<file path="src/rtl/hps_pkg.sv">
// Shared constants, state type and coefficient generator for the horizontal scaler.
// Assumes: four taps; the coefficient formula is a cubic convolution kernel.
package hps_pkg;

    localparam int NTAPS = 4;

    typedef enum logic [1:0] {
        ST_IDLE  = 2'd0,
        ST_RUN   = 2'd1,
        ST_FLUSH = 2'd2
    } fe_state_e;

    // Weight of one tap for one phase, scaled by 2**cf_bits; the centre tap
    // absorbs the truncation so every set sums to exactly unity gain.
    function automatic int hps_coef(input int ph, input int tap,
                                    input int ph_bits, input int cf_bits);
        int sh;
        int p1;
        int p2;
        int p3;
        int c0;
        int c2;
        int c3;
        sh = 1 + 3 * ph_bits - cf_bits;
        p1 = ph << (2 * ph_bits);
        p2 = (ph * ph) << (ph_bits + 1);
        p3 = ph * ph * ph;
        c0 = (-p3 + p2 - p1) >>> sh;
        c2 = (-3 * p3 + 2 * p2 + p1) >>> sh;
        c3 = (p3 - (p2 >>> 1)) >>> sh;
        case (tap)
            0:       return c0;
            1:       return (1 << cf_bits) - c0 - c2 - c3;
            2:       return c2;
            default: return c3;
        endcase
    endfunction

endpackage

</file>
<file path="src/rtl/hps_coef_rom.sv">
// Coefficient table: one weight set per phase, filled from hps_coef at elaboration.
// Assumes: PHASE_BITS and COEF_FRAC keep the formula shift positive.
module hps_coef_rom
    import hps_pkg::*;
#(
    parameter int PHASE_BITS = 4,
    parameter int COEF_W     = 9,
    parameter int COEF_FRAC  = 7
) (
    input  logic [PHASE_BITS-1:0]          phase,
    output logic [NTAPS-1:0][COEF_W-1:0]   coefs
);

    localparam int NPHASE = 1 << PHASE_BITS;

    logic [NTAPS-1:0][COEF_W-1:0] rom [NPHASE];

    for (genvar ph = 0; ph < NPHASE; ph++) begin : g_phase
        for (genvar k = 0; k < NTAPS; k++) begin : g_tap
            assign rom[ph][k] = COEF_W'(hps_coef(ph, k, PHASE_BITS, COEF_FRAC));
        end
    end

    // Select the weight set addressed by the current phase.
    always_comb begin
        coefs = rom[phase];
    end

endmodule

</file>
<file path="src/rtl/hps_ctrl.sv">
// Front end: tap window, position accumulator and output issue control.
// Assumes: cfg_step and cfg_out_width are stable during a line, width >= 1.
// Window taps[0] holds index h-3 (oldest), taps[NTAPS-1] holds index h.
module hps_ctrl
    import hps_pkg::*;
#(
    parameter int PIX_W      = 8,
    parameter int STEP_W     = 16,
    parameter int FRAC_W     = 12,
    parameter int PHASE_BITS = 4,
    parameter int LINE_W     = 12
) (
    input  logic                           clk,
    input  logic                           rst_n,
    input  logic                           adv,
    input  logic [STEP_W-1:0]              cfg_step,
    input  logic [LINE_W-1:0]              cfg_width,
    input  logic                           in_valid,
    input  logic [PIX_W-1:0]               in_pixel,
    input  logic                           in_eol,
    output logic                           in_ready,
    output logic                           iss_valid,
    output logic [NTAPS-1:0][PIX_W-1:0]    iss_taps,
    output logic [PHASE_BITS-1:0]          iss_phase,
    output logic                           iss_last
);

    localparam int POS_W = LINE_W + FRAC_W;
    localparam int IDX_W = LINE_W + 2;

    fe_state_e                    state;
    logic [NTAPS-1:0][PIX_W-1:0]  taps;
    logic [POS_W-1:0]             pos;
    logic [IDX_W-1:0]             h;
    logic [IDX_W-1:0]             need;
    logic [LINE_W-1:0]            cnt;
    logic                         eol_seen;
    logic                         want_px;
    logic                         take;

    // Decide whether the window must advance or an output can be issued.
    always_comb begin
        need      = {2'b00, pos[POS_W-1 -: LINE_W]} + IDX_W'(2);
        want_px   = (state == ST_RUN) && (h < need);
        in_ready  = adv && ((state == ST_IDLE) || (state == ST_FLUSH) ||
                            (want_px && !eol_seen));
        take      = in_valid && in_ready;
        iss_valid = adv && (state == ST_RUN) && !want_px;
        iss_last  = iss_valid && (cnt == cfg_width - LINE_W'(1));
        iss_taps  = taps;
        iss_phase = pos[FRAC_W-1 -: PHASE_BITS];
    end

    // Window, position and line-state update.
    always_ff @(posedge clk) begin
        if (!rst_n) begin
            state    <= ST_IDLE;
            taps     <= '0;
            pos      <= '0;
            h        <= '0;
            cnt      <= '0;
            eol_seen <= 1'b0;
        end else if (adv) begin
            case (state)
                ST_IDLE: begin
                    if (take) begin
                        taps     <= {NTAPS{in_pixel}};
                        pos      <= '0;
                        h        <= '0;
                        cnt      <= '0;
                        eol_seen <= in_eol;
                        state    <= ST_RUN;
                    end
                end
                ST_RUN: begin
                    if (want_px) begin
                        if (!eol_seen) begin
                            if (take) begin
                                taps     <= {in_pixel, taps[NTAPS-1:1]};
                                h        <= h + IDX_W'(1);
                                eol_seen <= in_eol;
                            end
                        end else begin
                            taps <= {taps[NTAPS-1], taps[NTAPS-1:1]};
                            h    <= h + IDX_W'(1);
                        end
                    end else begin
                        pos <= pos + POS_W'(cfg_step);
                        cnt <= cnt + LINE_W'(1);
                        if (iss_last) begin
                            state <= eol_seen ? ST_IDLE : ST_FLUSH;
                        end
                    end
                end
                ST_FLUSH: begin
                    if (take && in_eol) begin
                        state <= ST_IDLE;
                    end
                end
                default: state <= ST_IDLE;
            endcase
        end
    end

    // the window never runs ahead of the pixels the current output needs.
    a_r4_window_bound: assert property (@(posedge clk) disable iff (!rst_n)
        (state == ST_RUN) |-> (h <= need));

    // the issue count stays below the configured width inside a line.
    a_r5_count_bound: assert property (@(posedge clk) disable iff (!rst_n)
        (state == ST_RUN) |-> (cnt < cfg_width));

    // discarding only happens for a line whose end marker is still due.
    a_r7_flush_pending: assert property (@(posedge clk) disable iff (!rst_n)
        (state == ST_FLUSH) |-> !eol_seen);

endmodule

</file>
<file path="src/rtl/hps_mac.sv">
// Three-stage multiply-accumulate: parallel products, pairwise adder tree,
// final sum with round-half-up and clamp to the pixel range.
// Assumes: adv low freezes every stage (global stall).
module hps_mac
    import hps_pkg::*;
#(
    parameter int PIX_W     = 8,
    parameter int COEF_W    = 9,
    parameter int COEF_FRAC = 7
) (
    input  logic                           clk,
    input  logic                           rst_n,
    input  logic                           adv,
    input  logic                           in_valid,
    input  logic [NTAPS-1:0][PIX_W-1:0]    in_taps,
    input  logic [NTAPS-1:0][COEF_W-1:0]   in_coefs,
    input  logic                           in_last,
    output logic                           out_valid,
    output logic [PIX_W-1:0]               out_pixel,
    output logic                           out_last
);

    localparam int PRD_W   = PIX_W + 1 + COEF_W;
    localparam int SUM_W   = PRD_W + 1;
    localparam int ACC_W   = SUM_W + 1;
    localparam int NPAIR   = NTAPS / 2;
    localparam int PIX_MAX = (1 << PIX_W) - 1;

    logic signed [PRD_W-1:0] prod [NTAPS];
    logic signed [SUM_W-1:0] sum2 [NPAIR];
    logic signed [ACC_W-1:0] total;
    logic signed [ACC_W-1:0] scaled;
    logic [PIX_W-1:0]        pix_next;
    logic                    v1;
    logic                    v2;
    logic                    l1;
    logic                    l2;

    // Stage 1: all tap products in parallel.
    always_ff @(posedge clk) begin
        if (!rst_n) begin
            v1 <= 1'b0;
            l1 <= 1'b0;
            for (int k = 0; k < NTAPS; k++) prod[k] <= '0;
        end else if (adv) begin
            v1 <= in_valid;
            l1 <= in_last;
            for (int k = 0; k < NTAPS; k++) begin
                prod[k] <= $signed({1'b0, in_taps[k]}) * $signed(in_coefs[k]);
            end
        end
    end

    // Stage 2: first level of the adder tree, one adder per tap pair.
    for (genvar j = 0; j < NPAIR; j++) begin : g_pair
        always_ff @(posedge clk) begin
            if (!rst_n) begin
                sum2[j] <= '0;
            end else if (adv) begin
                sum2[j] <= SUM_W'(prod[2*j]) + SUM_W'(prod[2*j+1]);
            end
        end
    end

    // Stage 2 control: valid and end-of-line follow the data.
    always_ff @(posedge clk) begin
        if (!rst_n) begin
            v2 <= 1'b0;
            l2 <= 1'b0;
        end else if (adv) begin
            v2 <= v1;
            l2 <= l1;
        end
    end

    // Final sum, rounding offset, arithmetic shift and clamp.
    always_comb begin
        total  = ACC_W'(sum2[0]) + ACC_W'(sum2[1]);
        scaled = (total + ACC_W'(1 <<< (COEF_FRAC - 1))) >>> COEF_FRAC;
        if (scaled < 0) begin
            pix_next = '0;
        end else if (scaled > ACC_W'(PIX_MAX)) begin
            pix_next = PIX_W'(PIX_MAX);
        end else begin
            pix_next = scaled[PIX_W-1:0];
        end
    end

    // Stage 3: registered output pixel.
    always_ff @(posedge clk) begin
        if (!rst_n) begin
            out_valid <= 1'b0;
            out_last  <= 1'b0;
            out_pixel <= '0;
        end else if (adv) begin
            out_valid <= v2;
            out_last  <= l2;
            out_pixel <= pix_next;
        end
    end

    // an issued product moves to the adder stage on the next advancing edge.
    a_r9_stage_flow: assert property (@(posedge clk) disable iff (!rst_n)
        (adv && v1) |=> v2);

    // a frozen pipeline keeps its last stage unchanged.
    a_r9_freeze: assert property (@(posedge clk) disable iff (!rst_n)
        !adv |=> ($stable(out_valid) && $stable(out_pixel)));

endmodule

</file>
<file path="src/rtl/hpoly_scaler.sv">
// Horizontal polyphase pixel scaler top: front end, coefficient table and MAC.
// Assumes: configuration changes only between lines; output width >= 1.
module hpoly_scaler
    import hps_pkg::*;
#(
    parameter int PIX_W      = 8,
    parameter int STEP_W     = 16,
    parameter int FRAC_W     = 12,
    parameter int PHASE_BITS = 4,
    parameter int LINE_W     = 12,
    parameter int COEF_W     = 9,
    parameter int COEF_FRAC  = 7
) (
    input  logic               clk,
    input  logic               rst_n,
    input  logic [STEP_W-1:0]  cfg_step,
    input  logic [LINE_W-1:0]  cfg_out_width,
    input  logic               in_valid,
    output logic               in_ready,
    input  logic [PIX_W-1:0]   in_pixel,
    input  logic               in_eol,
    output logic               out_valid,
    input  logic               out_ready,
    output logic [PIX_W-1:0]   out_pixel,
    output logic               out_eol
);

    logic                         adv;
    logic                         iss_valid;
    logic                         iss_last;
    logic [NTAPS-1:0][PIX_W-1:0]  iss_taps;
    logic [PHASE_BITS-1:0]        iss_phase;
    logic [NTAPS-1:0][COEF_W-1:0] coefs;

    // Whole-block advance: frozen while an output waits for the consumer.
    always_comb begin
        adv = !(out_valid && !out_ready);
    end

    hps_ctrl #(
        .PIX_W      (PIX_W),
        .STEP_W     (STEP_W),
        .FRAC_W     (FRAC_W),
        .PHASE_BITS (PHASE_BITS),
        .LINE_W     (LINE_W)
    ) u_ctrl (
        .clk       (clk),
        .rst_n     (rst_n),
        .adv       (adv),
        .cfg_step  (cfg_step),
        .cfg_width (cfg_out_width),
        .in_valid  (in_valid),
        .in_pixel  (in_pixel),
        .in_eol    (in_eol),
        .in_ready  (in_ready),
        .iss_valid (iss_valid),
        .iss_taps  (iss_taps),
        .iss_phase (iss_phase),
        .iss_last  (iss_last)
    );

    hps_coef_rom #(
        .PHASE_BITS (PHASE_BITS),
        .COEF_W     (COEF_W),
        .COEF_FRAC  (COEF_FRAC)
    ) u_rom (
        .phase (iss_phase),
        .coefs (coefs)
    );

    hps_mac #(
        .PIX_W     (PIX_W),
        .COEF_W    (COEF_W),
        .COEF_FRAC (COEF_FRAC)
    ) u_mac (
        .clk       (clk),
        .rst_n     (rst_n),
        .adv       (adv),
        .in_valid  (iss_valid),
        .in_taps   (iss_taps),
        .in_coefs  (coefs),
        .in_last   (iss_last),
        .out_valid (out_valid),
        .out_pixel (out_pixel),
        .out_last  (out_eol)
    );

    // a refused output stays put until it is taken.
    a_r8_hold_output: assert property (@(posedge clk) disable iff (!rst_n)
        (out_valid && !out_ready) |=>
            (out_valid && $stable(out_pixel) && $stable(out_eol)));

    // no input is taken while the output is refused.
    a_r8_no_intake: assert property (@(posedge clk) disable iff (!rst_n)
        (out_valid && !out_ready) |-> !in_ready);

endmodule

</file>
<file path="config.mk">
export PLATFORM = sky130hd
export DESIGN_NAME = hpoly_scaler
export DESIGN_NICKNAME = d
export VERILOG_FILES = /design/src/rtl/hps_pkg.sv /design/src/rtl/hps_coef_rom.sv /design/src/rtl/hps_ctrl.sv /design/src/rtl/hps_mac.sv /design/src/rtl/hpoly_scaler.sv
export SDC_FILE = /design/constraint.sdc
export NUM_CORES = 1
export LEC_CHECK = 0
export BUFFER_PORTS_ARGS = -buffer_cell sky130_fd_sc_hd__buf_2
export CORE_MARGIN = 1.5
export CORE_UTILIZATION = 51
export DETAILED_ROUTE_END_ITERATION = 10
export PLACE_DENSITY = 0.67
export SLEW_MARGIN = 20
export SYNTH_ARGS = -nofsm -noshare
export SYNTH_HDL_FRONTEND = slang
export SYNTH_SLANG_ARGS = --single-unit
export TNS_END_PERCENT = 30
</file>
<file path="constraint.sdc">
create_clock -name clk -period 9.9 [get_ports clk]
set_input_delay 1.98 -clock clk [delete_from_list [all_inputs] [get_ports clk]]
set_output_delay 1.98 -clock clk [all_outputs]
set_load 0.05 [all_outputs]
</file>
==> results of run 1 <==
==> registers in the layout, summed over array words and instances (netlist names) <==
name,flops
u_mac.prod,70
u_mac.sum2,38
u_ctrl.iss_taps,32
u_ctrl.pos,24
u_ctrl.h,14
u_ctrl.cnt,12
u_mac.out_pixel,8
u_ctrl.state,2
u_ctrl.eol_seen,1
u_mac.l1,1
u_mac.l2,1
u_mac.out_last,1
u_mac.out_valid,1
u_mac.v1,1
u_mac.v2,1
==> cells in the final DEF, fill, tap and decap left out, drive strengths merged, types with 14 or more instances in the layout <==
cell    synthesis  final
nor3           46     46
or3            21     21
o21ai          76     76
and3           44     44
edfxtp        108    108
o21a           16     16
a21oi         116    116
xor2           52     52
a21boi         24     24
nand2         192    192
fa            151    151
o211a          25     25
mux2i          14     14
a211oi         24     24
buf            19     64
dfxtp          99     99
and2          116    116
ha            297    297
nor2b          47     47
a21o           34     34
xnor2          60     60
nand4          21     21
inv           285    286
nor2          146    146
a31oi          16     16
nand2b         24     24
nand3          31     31
clkbuf         57     39
==> cells in the mapped netlist (all sizes together), types with 44 or more instances <==
library cell    n
dfxtp          99
o21ai          76
and2          116
xor2           52
edfxtp        108
and3           44
nor2          146
fa            151
xnor2          60
nor2b          47
clkbuf         57
a21oi         116
inv           285
nor3           46
nand2         192
ha            297
==> power breakdown <==
part           switching (W)  internal (W)
Sequential         0.0000780       0.00100
Clock               0.000380      0.000602
Combinational       0.000555      0.000361
Total                0.00101       0.00196
==> cell type report <==
cell class / count / area share [%]
tap: 525 / 2.91
timing repair buffer: 64 / 1.74
inverter: 287 / 4.78
antenna: 1 / 0.0111
clock inverter: 9 / 0.454
multi-input combinational: 1716 / 63.5
sequential: 207 / 23.1
clock buffer: 39 / 3.50
==> routing by layer <==
layer	vias to the layer above	track usage (%)	share of wire, %	routed length, um
met1	7651	29.4	45	21000
met5	-	0	0.028	13
met4	2	6.41	2.5	1180
li1	7845	-	-	-
met3	75	3.06	4.1	1950
met2	297	40.4	49	23100
==> through the flow <==
stage	utilization, %	cells	cell area, um^2	power [W]	setup slack, ns
global route	56.4	2847	22600	0.00317	1.64
finish	56.4	2848	22600	0.00298	2.08
detailed placement	54.0	2796	21600	0.00201	2.09
floorplan	-	2286	20900	0.00177	3.61
CTS	56.2	2844	22500	0.00300	2.06
global placement	53.9	2795	21600	0.00198	2.34
==> path summary, 6_finish.rpt <==
check	from	end	slack, ns	cells past startpoint
max	u_ctrl.pos[9]	u_mac.prod[0][71]	2.08	24
min	u_ctrl.pos[0]	u_ctrl.pos[0]	0.46	2
max reg2reg	u_ctrl.pos[9]	u_mac.prod[0][71]	2.08	24
min reg2reg	u_ctrl.pos[0]	u_ctrl.pos[0]	0.46	2
==> kinds of logic (layout without fill, tap and decap cells) <==
group                      Yosys count  after routing  share of synthesized area (%)
and+or+nand+nor                    732            732                           17.7
adders and majority gates          448            448                           32.2
AOI/OAI and AO/OA                  409            409                           13.0
buffers and inverters              363            399                           6.56
DFF                                207            207                           25.0
xor gates and xnor gates           112            112                           4.69
muxes                               15             15                          0.778
other                                0              1                              0
==> tightest hold or removal path: stages (launching register included) <==
cell	delay [ns]
sky130_fd_sc_hd__dfxtp_1	0.31
sky130_fd_sc_hd__nand2_1	0.05
sky130_fd_sc_hd__a21boi_0	0.06
==> results.md, run 1 <==
- The run finished with clean final reports.
- The critical path in this run is classified as reg -> reg.
- The height of the chip is 205 um.
- The first detailed-routing pass ran for 6 iterations.
- Using the TritonRoute via totals, the vias-per-cell ratio works out to roughly 5.6.
- The number of setup violations in the final report is 0.
- Dividing total power by cell area gives a power density of 132 mW/mm^2.
- Yosys mapped a number of flops with a built-in enable equal to 108.
- The number of clock buffers inserted by TritonCTS is 27.
- By area the synthesized netlist is led by sky130_fd_sc_hd__ha_1, sky130_fd_sc_hd__edfxtp_1, sky130_fd_sc_hd__fa_1.
- Port buffering added 51 buffers.
- The post-synthesis register bit count is around 210.
- Detailed placement ended at an HPWL of approximately 37000 um.
- The number of vias after detailed routing is approximately 16000.
- Compared with the post-synthesis result, the final layout area differs by 8.09%.
- The slowest stage of the critical path is the sky130_fd_sc_hd__nor2b_1 cell.
- The final max-slew violation count is 0.
- The portion of the post-synthesis area used by sequential elements is 25.0%.
- The first global-routing pass estimated ~80000 um of wire.
- The most used flip-flop cell after synthesis is sky130_fd_sc_hd__edfxtp_1.
- After synthesis, the netlist uses 69 different library cells.
- For the final routed database, the setup TNS stands at 0 ns.
- Setup repair after global routing left no endpoint under its margin.
- The peak clock frequency supported by timing is 128 MHz.
- Headroom to the max-slew limit came out at between 20 and 30%.
- The required time reported for the critical path endpoint is 10.26 ns.
- The number of global-route vias before repair is 16000.
- Clock tree synthesis found a total of 207 sinks.
- The signal on the critical path passes through inv_1 -> ha_1 -> inv_1 -> nor2_1 -> nand2_1 -> inv_1 -> nor2b_1 -> nand2b_1 -> fa_1 -> inv_1 -> fa_1 -> fa_1 -> fa_1 -> inv_1 -> fa_1 -> inv_1 -> ha_1 -> o21ai_0 -> a21oi_1 -> o21ai_0 -> a211oi_1 -> o211ai_1 -> nand3_1 -> nor3b_1.
- In the finished design, the share of the clock period the worst path needs comes to 79.0%.
- The combined flip-flop and latch cell area is 0.00523 mm^2.
- The synthesized net count is around 2800.
- The initial antenna violation count is 1.
- The routed length per instance is 16.6 um.
- The pin slew with the least headroom to its limit is 1.12 ns.
- Of the post-synthesis cell area, the dominant cell type holds 17.8%.
- In this run the number of H-tree levels came out at 1.
- STA classifies the critical path startpoint as a register.
- Counting the fill cells in the layout gives 3538.
- Once detail routing completed, the nets flagged for antenna violations numbered 0.
- The die width is 205 um.
- Clock-pin slew was measured on the worst setup and hold paths at 0.06 ns.
- The Yosys step of the flow raised 0 warnings.
- In the synthesized netlist the async set-or-reset flop fraction comes to 0%.
- The synthesized area per cell is 9.15 um^2.
- The longest clock path from root to sink contains 3 buffers.
- The TritonCTS clock tree is done.
- After the last flow step, the layout net total stands at 2792.
- In this run the cell area of the synthesized design comes to 0.0209 mm^2.
- Buffers added to address setup during post-CTS repair amount to 0.
- In this run the count of I/O pins placed on the die edge is 52.
- The cell chosen for the clock root is sky130_fd_sc_hd__clkbuf_16.
- The area used by multi-input combinational logic is roughly 0.014 mm^2.
- At the end of routability-driven placement, the weighted congestion stood at 0.902.
- The number of hold-repair buffers added at the cts stage is 0.
- Along the worst path, the maximum fanout reaches 26.
- The endpoint kind of the worst setup timing path is a register.
- The floorplan core area is around 0.04 mm^2.
- For this design the static power due to leakage is 11.4 nW.
- The number of DRC violations after detailed routing is 0.
- The fraction of final layout cells with drive strength greater than 1 is between 5 and 6%.
- Entering global routing, the biggest net connects 58 pins.
- Across all hold checks on the routed design, the worst slack comes to 0.465 ns.
- The stage delay of the slowest cell on the critical path is 0.64 ns.
- Across the run, the number of max-cap violations was 0.
- The count of standard-cell rows is 73.
- The die area is 0.0422 mm^2.
- The total routing resource utilization after global routing is between 20% and 30%.
- The number of gates resized after CTS was 0.
- The cell seen most often among critical-path stages is sky130_fd_sc_hd__inv_1.
- Across the VDD grid, the largest voltage drop is 0.000118 V.
- The number of hold-slack violations in the final timing report came to 0.
- The initial core utilization is 52.1%.
- For the worst-skew pair, the clock arrives at the later sink with an insertion delay of between 0.5 and 0.6 ns.
- After technology mapping, the gate count stands at 2286.
- The clock period minus final worst setup slack is 7.82 ns.
- For this block, the routed nets add up to 47200 um of wire.
- The tightest min-delay check is of the reg -> reg type.
- The library cell occupying the most area in the post-synthesis netlist is sky130_fd_sc_hd__ha_1.
- On the critical path the largest part of the delay comes from adder cells.
- The DRC marker count from the first detailed-route iteration is just under 800.
- The worst clock skew is 0.00923 ns.
- After global routing the overflow that remains totals 0.
- The total buffers and inverters traversed by the critical path is 6.
- The arrival time of the worst setup path is 8.18 ns.
No activity file was read; power rests on OpenSTA's default activity.
==> run 2, diff against run 1 <==
clock period = 7.56 ns   (was 9.9 ns; I/O delays follow)
==> results.md, run 2 (synthesized netlist as in run 1, its figures left out) <==
- The number of setup violations in the final report is 0 (unchanged).
- The total power density per cell area is 166 mW/mm^2 (was 132 mW/mm^2).
- The count of instances resized after the clock tree is built is 0 (unchanged).
- The number of vias after detailed routing came to 15700 (was 15900).
- The routed length per instance is 16.1 um (was 16.6 um).
- The final antenna diode count is 0 (was 1).
- The end of the worst hold path is u_mac.v2 (was u_ctrl.pos[0]).
- The pin count of the biggest net entering global routing is 95 (was 58).
- The initial core utilization is 52.1% (unchanged).
- The later-pin clock latency in the skew report was 0.54 ns (was 0.55 ns).
- The wire length of the first global-routing pass is 76900 um (was 78700 um).
- The initial antenna violation count is 2 (was 1).
- The hold-critical path depth is 2 (unchanged).
- Result of the run: finished clean (unchanged).
- The length in cells of the worst reg-to-reg path is 25 (was 24).
- The number of hold-repair buffers added at the cts stage is 0 (unchanged).
- The arrival time of the worst setup path came to 7.16 ns (was 8.18 ns).
- The number of cells after detailed placement is 2804 (was 2796).
- The cell chosen for the clock root is sky130_fd_sc_hd__clkbuf_16 (unchanged).
- The final worst slack is 0.670 ns (was 2.08 ns).
- The number of DRC violations after detailed routing is 0 (unchanged).
- The total congestion overflow is 0 (unchanged).
- The post-detailed-routing wire length came to 45800 um (was 47200 um).
- The normalized max-slew margin was 30.8% (was 25.1%).
- The type of the worst min-delay path is reg -> reg (unchanged).
- The count of max-cap constraint violations is 0 (unchanged).
- The number of hold-slack violations in the final timing report is 0 (unchanged).
- The maximum VDD drop is 0.000153 V (was 0.000118 V).
- The DRC marker count from the first detailed-route iteration came to 896 (was 772).
- The flip-flop count of the largest register after layout is 70 (unchanged).
- The die width came to 205 um (unchanged).
- The final non-filler cell area is 0.0225 mm^2 (was 0.0226 mm^2).
- The count of standard-cell rows is 73 (unchanged).
- The post-placement setup slack was 0.695 ns (was 2.09 ns).
- The estimated wirelength of the detail-placed design is 36100 um (was 37000 um).
- The TritonCTS clock tree is done (unchanged).
- The maximum count of clock buffers along a single path is 3 (unchanged).
- The number of ports placed on the die boundary is 52 (unchanged).
- The final max-slew violation count is 0 (unchanged).
- The post-placement cell area is 0.0217 mm^2 (was 0.0216 mm^2).
- The stage delay of the slowest cell on the critical path was 0.55 ns (was 0.64 ns).
- The most common cell after layout, fill and taps aside is sky130_fd_sc_hd__ha_1 (unchanged).
- The number of search-and-repair iterations in the first detailed-routing pass was 6 (unchanged).
- The launch instance of the worst register-to-register path is u_ctrl.pos[8] (was u_ctrl.pos[9]).
- The register with the most flip-flops is u_mac.prod (unchanged).
- The number of clock buffers inserted by TritonCTS came to 25 (was 27).
- The height of the chip is 205 um (unchanged).
- The number of sinks on the clock net is 207 (unchanged).
- The number of nets in the layout is 2797 (was 2792).
- The setup TNS is 0 ns (unchanged).
- The total routing resource utilization after global routing is 22.4% (was 23.0%).
- The fraction of final layout cells with drive strength greater than 1 is 5.72% (was 5.64%).
- The pin slew with the least headroom to its limit is 1.03 ns (was 1.12 ns).
- The critical register-to-register path endpoint is u_mac.prod[0][71] (unchanged).
- The H-tree level count is 1 (unchanged).
- The flop-to-flop setup slack is 0.67 ns (was 2.08 ns).
- The kind of critical path was reg -> reg (unchanged).
- The worst clock skew is 0.0241 ns (was 0.00923 ns).
- The peak clock frequency supported by timing came to 145 MHz (was 128 MHz).
- RSZ-0062 raised after global routing: false (unchanged).
- The endpoint kind of the worst setup timing path is a register (unchanged).
- The ratio of final minimum period to clock period is 91.1% (was 79.0%).
- The category of the worst setup path launch point is a register (unchanged).
- The post-CTS setup buffer count came to 0 (unchanged).
- Commonest cells after routing, fill and taps aside: sky130_fd_sc_hd__ha_1, sky130_fd_sc_hd__inv_1, sky130_fd_sc_hd__nand2_1 (unchanged).
- The detailed-route vias per instance is 5.49 (was 5.57).
- The clock period minus final worst setup slack is 6.89 ns (was 7.82 ns).
- The placer's final routability congestion estimate came to 0.950 (was 0.902).
- The number of global-route vias before repair was 15900 (was 16000).
- The leakage power is 11.4 nW (about the same).
- The die area is 0.0422 mm^2 (unchanged).
- The number of nets with antenna violations after detailed routing was 0 (unchanged).
- The startpoint of the worst hold path was u_mac.v2 (was u_ctrl.pos[0]).
- The critical path's slowest cell is sky130_fd_sc_hd__fa_1 (was sky130_fd_sc_hd__nor2b_1).
- The top fanout value on the critical path is 15 (was 26).
- The post-route core utilization is 56.1% (was 56.4%).
- The non-filler instance count after layout was 2851 (was 2848).
- The area growth from synthesis to layout is 7.61% (was 8.09%).
- The required time reported for the critical path endpoint is 7.83 ns (was 10.26 ns).
- The cell seen most often among critical-path stages is sky130_fd_sc_hd__inv_1 (unchanged).
- The clock slew at the register clock pins of the worst setup and hold paths is 0.06 ns (about the same).
- The floorplan core area came to 0.0401 mm^2 (unchanged).
- The count of input and output buffers is 51 (unchanged).
==> run 2: cell count changes in the layout (fill, tap and decap cells not counted), sizes merged <==
| cell | delta |
|---|---|
| clkbuf | -7 |
| buf | +7 |
| bufinv | -1 |
| diode | -1 |
| clkinv | +5 |
==> run 2: final cells by class <==
| class | instances | area [um^2] |
|---|---|---|
| fill | 3539 | 17600 |
| multi-input combinational | 1716 | 14400 |
| sequential | 207 | 5230 |
| inverter | 287 | 1080 |
| clock buffer | 32 | 662 |
| tap | 525 | 657 |
| timing repair buffer | 71 | 429 |
| clock inverter | 13 | 96.3 |
==> run 2: metrics by stage <==
step	hold slack, ns	power [W]
4_1_cts	0.467	0.00377
5_1_grt	0.491	0.00398
2_1_floorplan	0.441	0.00232
3_3_place_gp	0.449	0.00260
6_report	0.464	0.00373
3_5_place_dp	0.459	0.00262
==> run 2: worst max path at each step <==
stage	startpoint	end	slack (ns)	cells after the start
5_1_grt	u_ctrl.pos[8]	u_mac.prod[0][71]	0.29	25
3_3_place_gp	u_ctrl.pos[8]	u_mac.prod[0][71]	0.91	25
4_1_cts	u_ctrl.pos[8]	u_mac.prod[0][71]	0.71	25
3_5_place_dp	u_ctrl.pos[8]	u_mac.prod[0][71]	0.70	25
2_1_floorplan	u_ctrl.pos[9]	u_mac.prod[0][17]	1.27	26
6_report	u_ctrl.pos[8]	u_mac.prod[0][71]	0.67	25
==> run 2: critical path: cells and delay by family (launching register included) <==
kind | cells | cell delay (ns)
fa+ha+maj | 7 | 3.11
compound gates | 6 | 1.19
buf+inv | 7 | 1.05
simple gates | 5 | 0.78
flops | 1 | 0.50
==> run 2: metal layers <==
metal	part of all wire, %	GRT usage (%)	wire length, um	vias to the layer above
li1	-	-	-	7853
met1	47	29.3	21400	7460
met2	47	38.7	21400	267
met3	3.5	2.71	1600	75
met4	3.0	6.60	1350	2
met5	0.028	0	13	-
==> run 2: power breakdown <==
group | total (W) | internal, W | leakage, nW | switching, W
Clock | 0.00112 | 0.000651 | 0.373 | 0.000469
Combinational | 0.00120 | 0.000476 | 8.91 | 0.000725
Sequential | 0.00141 | 0.00131 | 2.12 | 0.000100
==> run 3, diff against run 2 <==
CORE_MARGIN = 2   (was 1.5)
SETUP_SLACK_MARGIN = 0.3   (was default)
==> results.md, run 3 (synthesized netlist as in run 1, its figures left out) <==
- Result of the run: finished clean (unchanged).
- The initial antenna violation count is 2 (unchanged).
- The floorplan core area is 0.0406 mm^2 (was 0.0401 mm^2).
- The number of hold-slack violations in the final timing report is 0 (unchanged).
- The number of vias after detailed routing is 15800 (was 15700).
- The register with the most flip-flops is u_mac.prod (unchanged).
- The placer's final routability congestion estimate was 0.928 (was 0.950).
- The fraction of final layout cells with drive strength greater than 1 is 5.84% (was 5.72%).
- The estimated wirelength of the detail-placed design is 36400 um (was 36100 um).
- The number of sinks on the clock net is 207 (unchanged).
- RSZ-0062 raised after global routing: false (unchanged).
- The count of standard-cell rows is 74 (was 73).
- The top fanout value on the critical path is 12 (was 15).
- The total routing resource utilization after global routing is 22.5% (was 22.4%).
- The DRC marker count from the first detailed-route iteration is 958 (was 896).
- The switching power as a share of total power is 34.1% (was 34.7%).
- The combinational share of power is 31.3% (was 32.2%).
- The height of the chip was 206 um (was 205 um).
- The kind of critical path is reg -> reg (unchanged).
- The clock network fraction of total power is 32.0% (was 30.0%).
- The setup TNS was 0 ns (unchanged).
- The number of clock buffers inserted by TritonCTS was 26 (was 25).
- The detailed-route vias per instance came to 5.50 (was 5.49).
- The number of fillers in the final layout is 3630 (was 3539).
- The number of search-and-repair iterations in the first detailed-routing pass is 5 (was 6).
- The pin count of the biggest net entering global routing is 67 (was 95).
- The die width is 206 um (was 205 um).
- The number of nets with antenna violations after detailed routing is 0 (unchanged).
- The number of ports placed on the die boundary came to 52 (unchanged).
- The post-CTS setup buffer count was 0 (unchanged).
- The number of setup violations in the final report is 0 (unchanged).
- The H-tree level count is 1 (unchanged).
- The startpoint of the worst hold path is u_mac.out_last (was u_mac.v2).
- The count of instances resized after the clock tree is built is 0 (unchanged).
- The launch instance of the worst register-to-register path was u_ctrl.pos[9] (was u_ctrl.pos[8]).
- The hold-critical path depth is 2 (unchanged).
- The clock period minus final worst setup slack is 6.65 ns (was 6.89 ns).
- The number of global-route vias before repair is 15900 (about the same).
- The worst hold margin came to 0.469 ns (was 0.464 ns).
- The pin slew with the least headroom to its limit is 0.965 ns (was 1.03 ns).
- The end of the worst hold path was u_mac.out_last (was u_mac.v2).
- The leakage power was 11.5 nW (was 11.4 nW).
- The type of the worst min-delay path is reg -> reg (unchanged).
- The number of nets in the layout is 2799 (was 2797).
- The wire length of the first global-routing pass was 77800 um (was 76900 um).
- The worst clock skew is 0.0176 ns (was 0.0241 ns).
- The total congestion overflow was 0 (unchanged).
- The category of the worst setup path launch point was a register (unchanged).
- The post-detailed-routing wire length is 46400 um (was 45800 um).
- The final max-slew violation count came to 0 (unchanged).
- The count of max-cap constraint violations came to 0 (unchanged).
- The maximum VDD drop is 0.000166 V (was 0.000153 V).
- The area growth from synthesis to layout is 8.23% (was 7.61%).
- The clock slew at the register clock pins of the worst setup and hold paths was 0.06 ns (about the same).
- The sequential power share is 36.7% (was 37.8%).
- The flop-to-flop setup slack came to 0.91 ns (was 0.67 ns).
- The cell chosen for the clock root was sky130_fd_sc_hd__clkbuf_16 (unchanged).
- Commonest cells after routing, fill and taps aside: sky130_fd_sc_hd__ha_1, sky130_fd_sc_hd__inv_1, sky130_fd_sc_hd__nand2_1 (unchanged).
- The normalized max-slew margin is 35.1% (was 30.8%).
- The die area is 0.0426 mm^2 (was 0.0422 mm^2).
- The endpoint kind of the worst setup timing path was a register (unchanged).
- The later-pin clock latency in the skew report was 0.55 ns (was 0.54 ns).
- The flip-flop count of the largest register after layout was 70 (unchanged).
- The critical register-to-register path endpoint is u_mac.prod[0][17] (was u_mac.prod[0][71]).
- The routed length per instance is 16.2 um (was 16.1 um).
- The switching component of the power is 0.00131 W (was 0.00129 W).
- The total power density per cell area is 170 mW/mm^2 (was 166 mW/mm^2).
- The peak clock frequency supported by timing is 150 MHz (was 145 MHz).
- The ratio of final minimum period to clock period was 87.9% (was 91.1%).
- The count of input and output buffers is 51 (unchanged).
- The number of DRC violations after detailed routing was 0 (unchanged).
- The internal power is 0.00253 W (was 0.00244 W).
- The length in cells of the worst reg-to-reg path is 24 (was 25).
- The number of hold-repair buffers added at the cts stage came to 0 (unchanged).
- The arrival time of the worst setup path is 6.90 ns (was 7.16 ns).
- The TritonCTS clock tree is done (unchanged).
- The initial core utilization is 51.4% (was 52.1%).
- The most common cell after layout, fill and taps aside is sky130_fd_sc_hd__ha_1 (unchanged).
- The maximum count of clock buffers along a single path is 3 (unchanged).
- The required time reported for the critical path endpoint is 7.82 ns (was 7.83 ns).
run 3: per-layer routing:
metal  share of wire (%)  vias to the layer above  global-route usage, %
li1                    -                     7880                      -
met1                  46                     7509                   29.3
met2                  47                      289                   38.9
met3                 4.2                       74                   2.95
met4                 3.3                        2                   6.84
met5               0.030                        -                      0
run 3: worst max path at each step:
stage / start / endpoint / slack (ns) / cells past startpoint
floorplan: u_ctrl.pos[9] / u_mac.prod[0][17] / 1.27 / 26
global placement: u_ctrl.pos[9] / u_mac.prod[0][71] / 0.97 / 26
detailed placement: u_ctrl.pos[9] / u_mac.prod[0][71] / 0.82 / 26
CTS: u_ctrl.pos[9] / u_mac.prod[0][71] / 0.80 / 26
global route: u_ctrl.pos[9] / u_mac.prod[0][71] / 0.43 / 26
finish: u_ctrl.pos[9] / u_mac.prod[0][17] / 0.91 / 24
run 3: cell type report:
type / count / area [um^2] / share of cell area, %
Sequential cell: 207 / 5230 / 23.1
Multi-Input combinational cell: 1716 / 14400 / 63.4
Antenna cell: 1 / 2.50 / 0.0111
Clock inverter: 12 / 108 / 0.475
Clock buffer: 35 / 736 / 3.25
Timing Repair Buffer: 72 / 460 / 2.03
Tap cell: 532 / 666 / 2.94
Inverter: 287 / 1080 / 4.77
run 3: worst max-delay path, cell delays in order (launching register included):
cell and delay [ns]:
sky130_fd_sc_hd__dfxtp_1 0.57, sky130_fd_sc_hd__inv_1 0.23, sky130_fd_sc_hd__ha_1 0.39, sky130_fd_sc_hd__nand2_1 0.12, sky130_fd_sc_hd__a21oi_1 0.13, sky130_fd_sc_hd__nor2_1 0.36
sky130_fd_sc_hd__nand2_1 0.13, sky130_fd_sc_hd__fa_1 0.49, sky130_fd_sc_hd__inv_1 0.05, sky130_fd_sc_hd__fa_1 0.46, sky130_fd_sc_hd__ha_1 0.29, sky130_fd_sc_hd__inv_1 0.05
sky130_fd_sc_hd__fa_1 0.52, sky130_fd_sc_hd__inv_1 0.04, sky130_fd_sc_hd__ha_1 0.28, sky130_fd_sc_hd__ha_1 0.22, sky130_fd_sc_hd__fa_1 0.40, sky130_fd_sc_hd__a21o_1 0.18
sky130_fd_sc_hd__a21oi_1 0.22, sky130_fd_sc_hd__o21bai_1 0.11, sky130_fd_sc_hd__a2111o_1 0.44, sky130_fd_sc_hd__a41oi_1 0.30, sky130_fd_sc_hd__o21ai_0 0.16, sky130_fd_sc_hd__xnor2_1 0.16
sky130_fd_sc_hd__nor2_1 0.06
run 3: power by group through the flow:
stage	clock (W)	combinational (W)	sequential [W]
after floorplan	0	0.000879	0.00144
after global placement	0	0.00117	0.00143
after detailed placement	0	0.00119	0.00144
after CTS	0.00125	0.00121	0.00141
after global routing	0.00130	0.00138	0.00143
final	0.00123	0.00120	0.00141
run 3: stage by stage:
step	cell area, um^2	setup WS [ns]	total power, W	instances	util (%)
CTS	22600	0.801	0.00387	2858	55.5
floorplan	20900	1.27	0.00232	2286	-
detailed placement	21700	0.823	0.00262	2811	53.4
global route	22600	0.432	0.00411	2861	55.7
global placement	21700	0.971	0.00261	2809	53.4
finish	22600	0.913	0.00385	2862	55.7
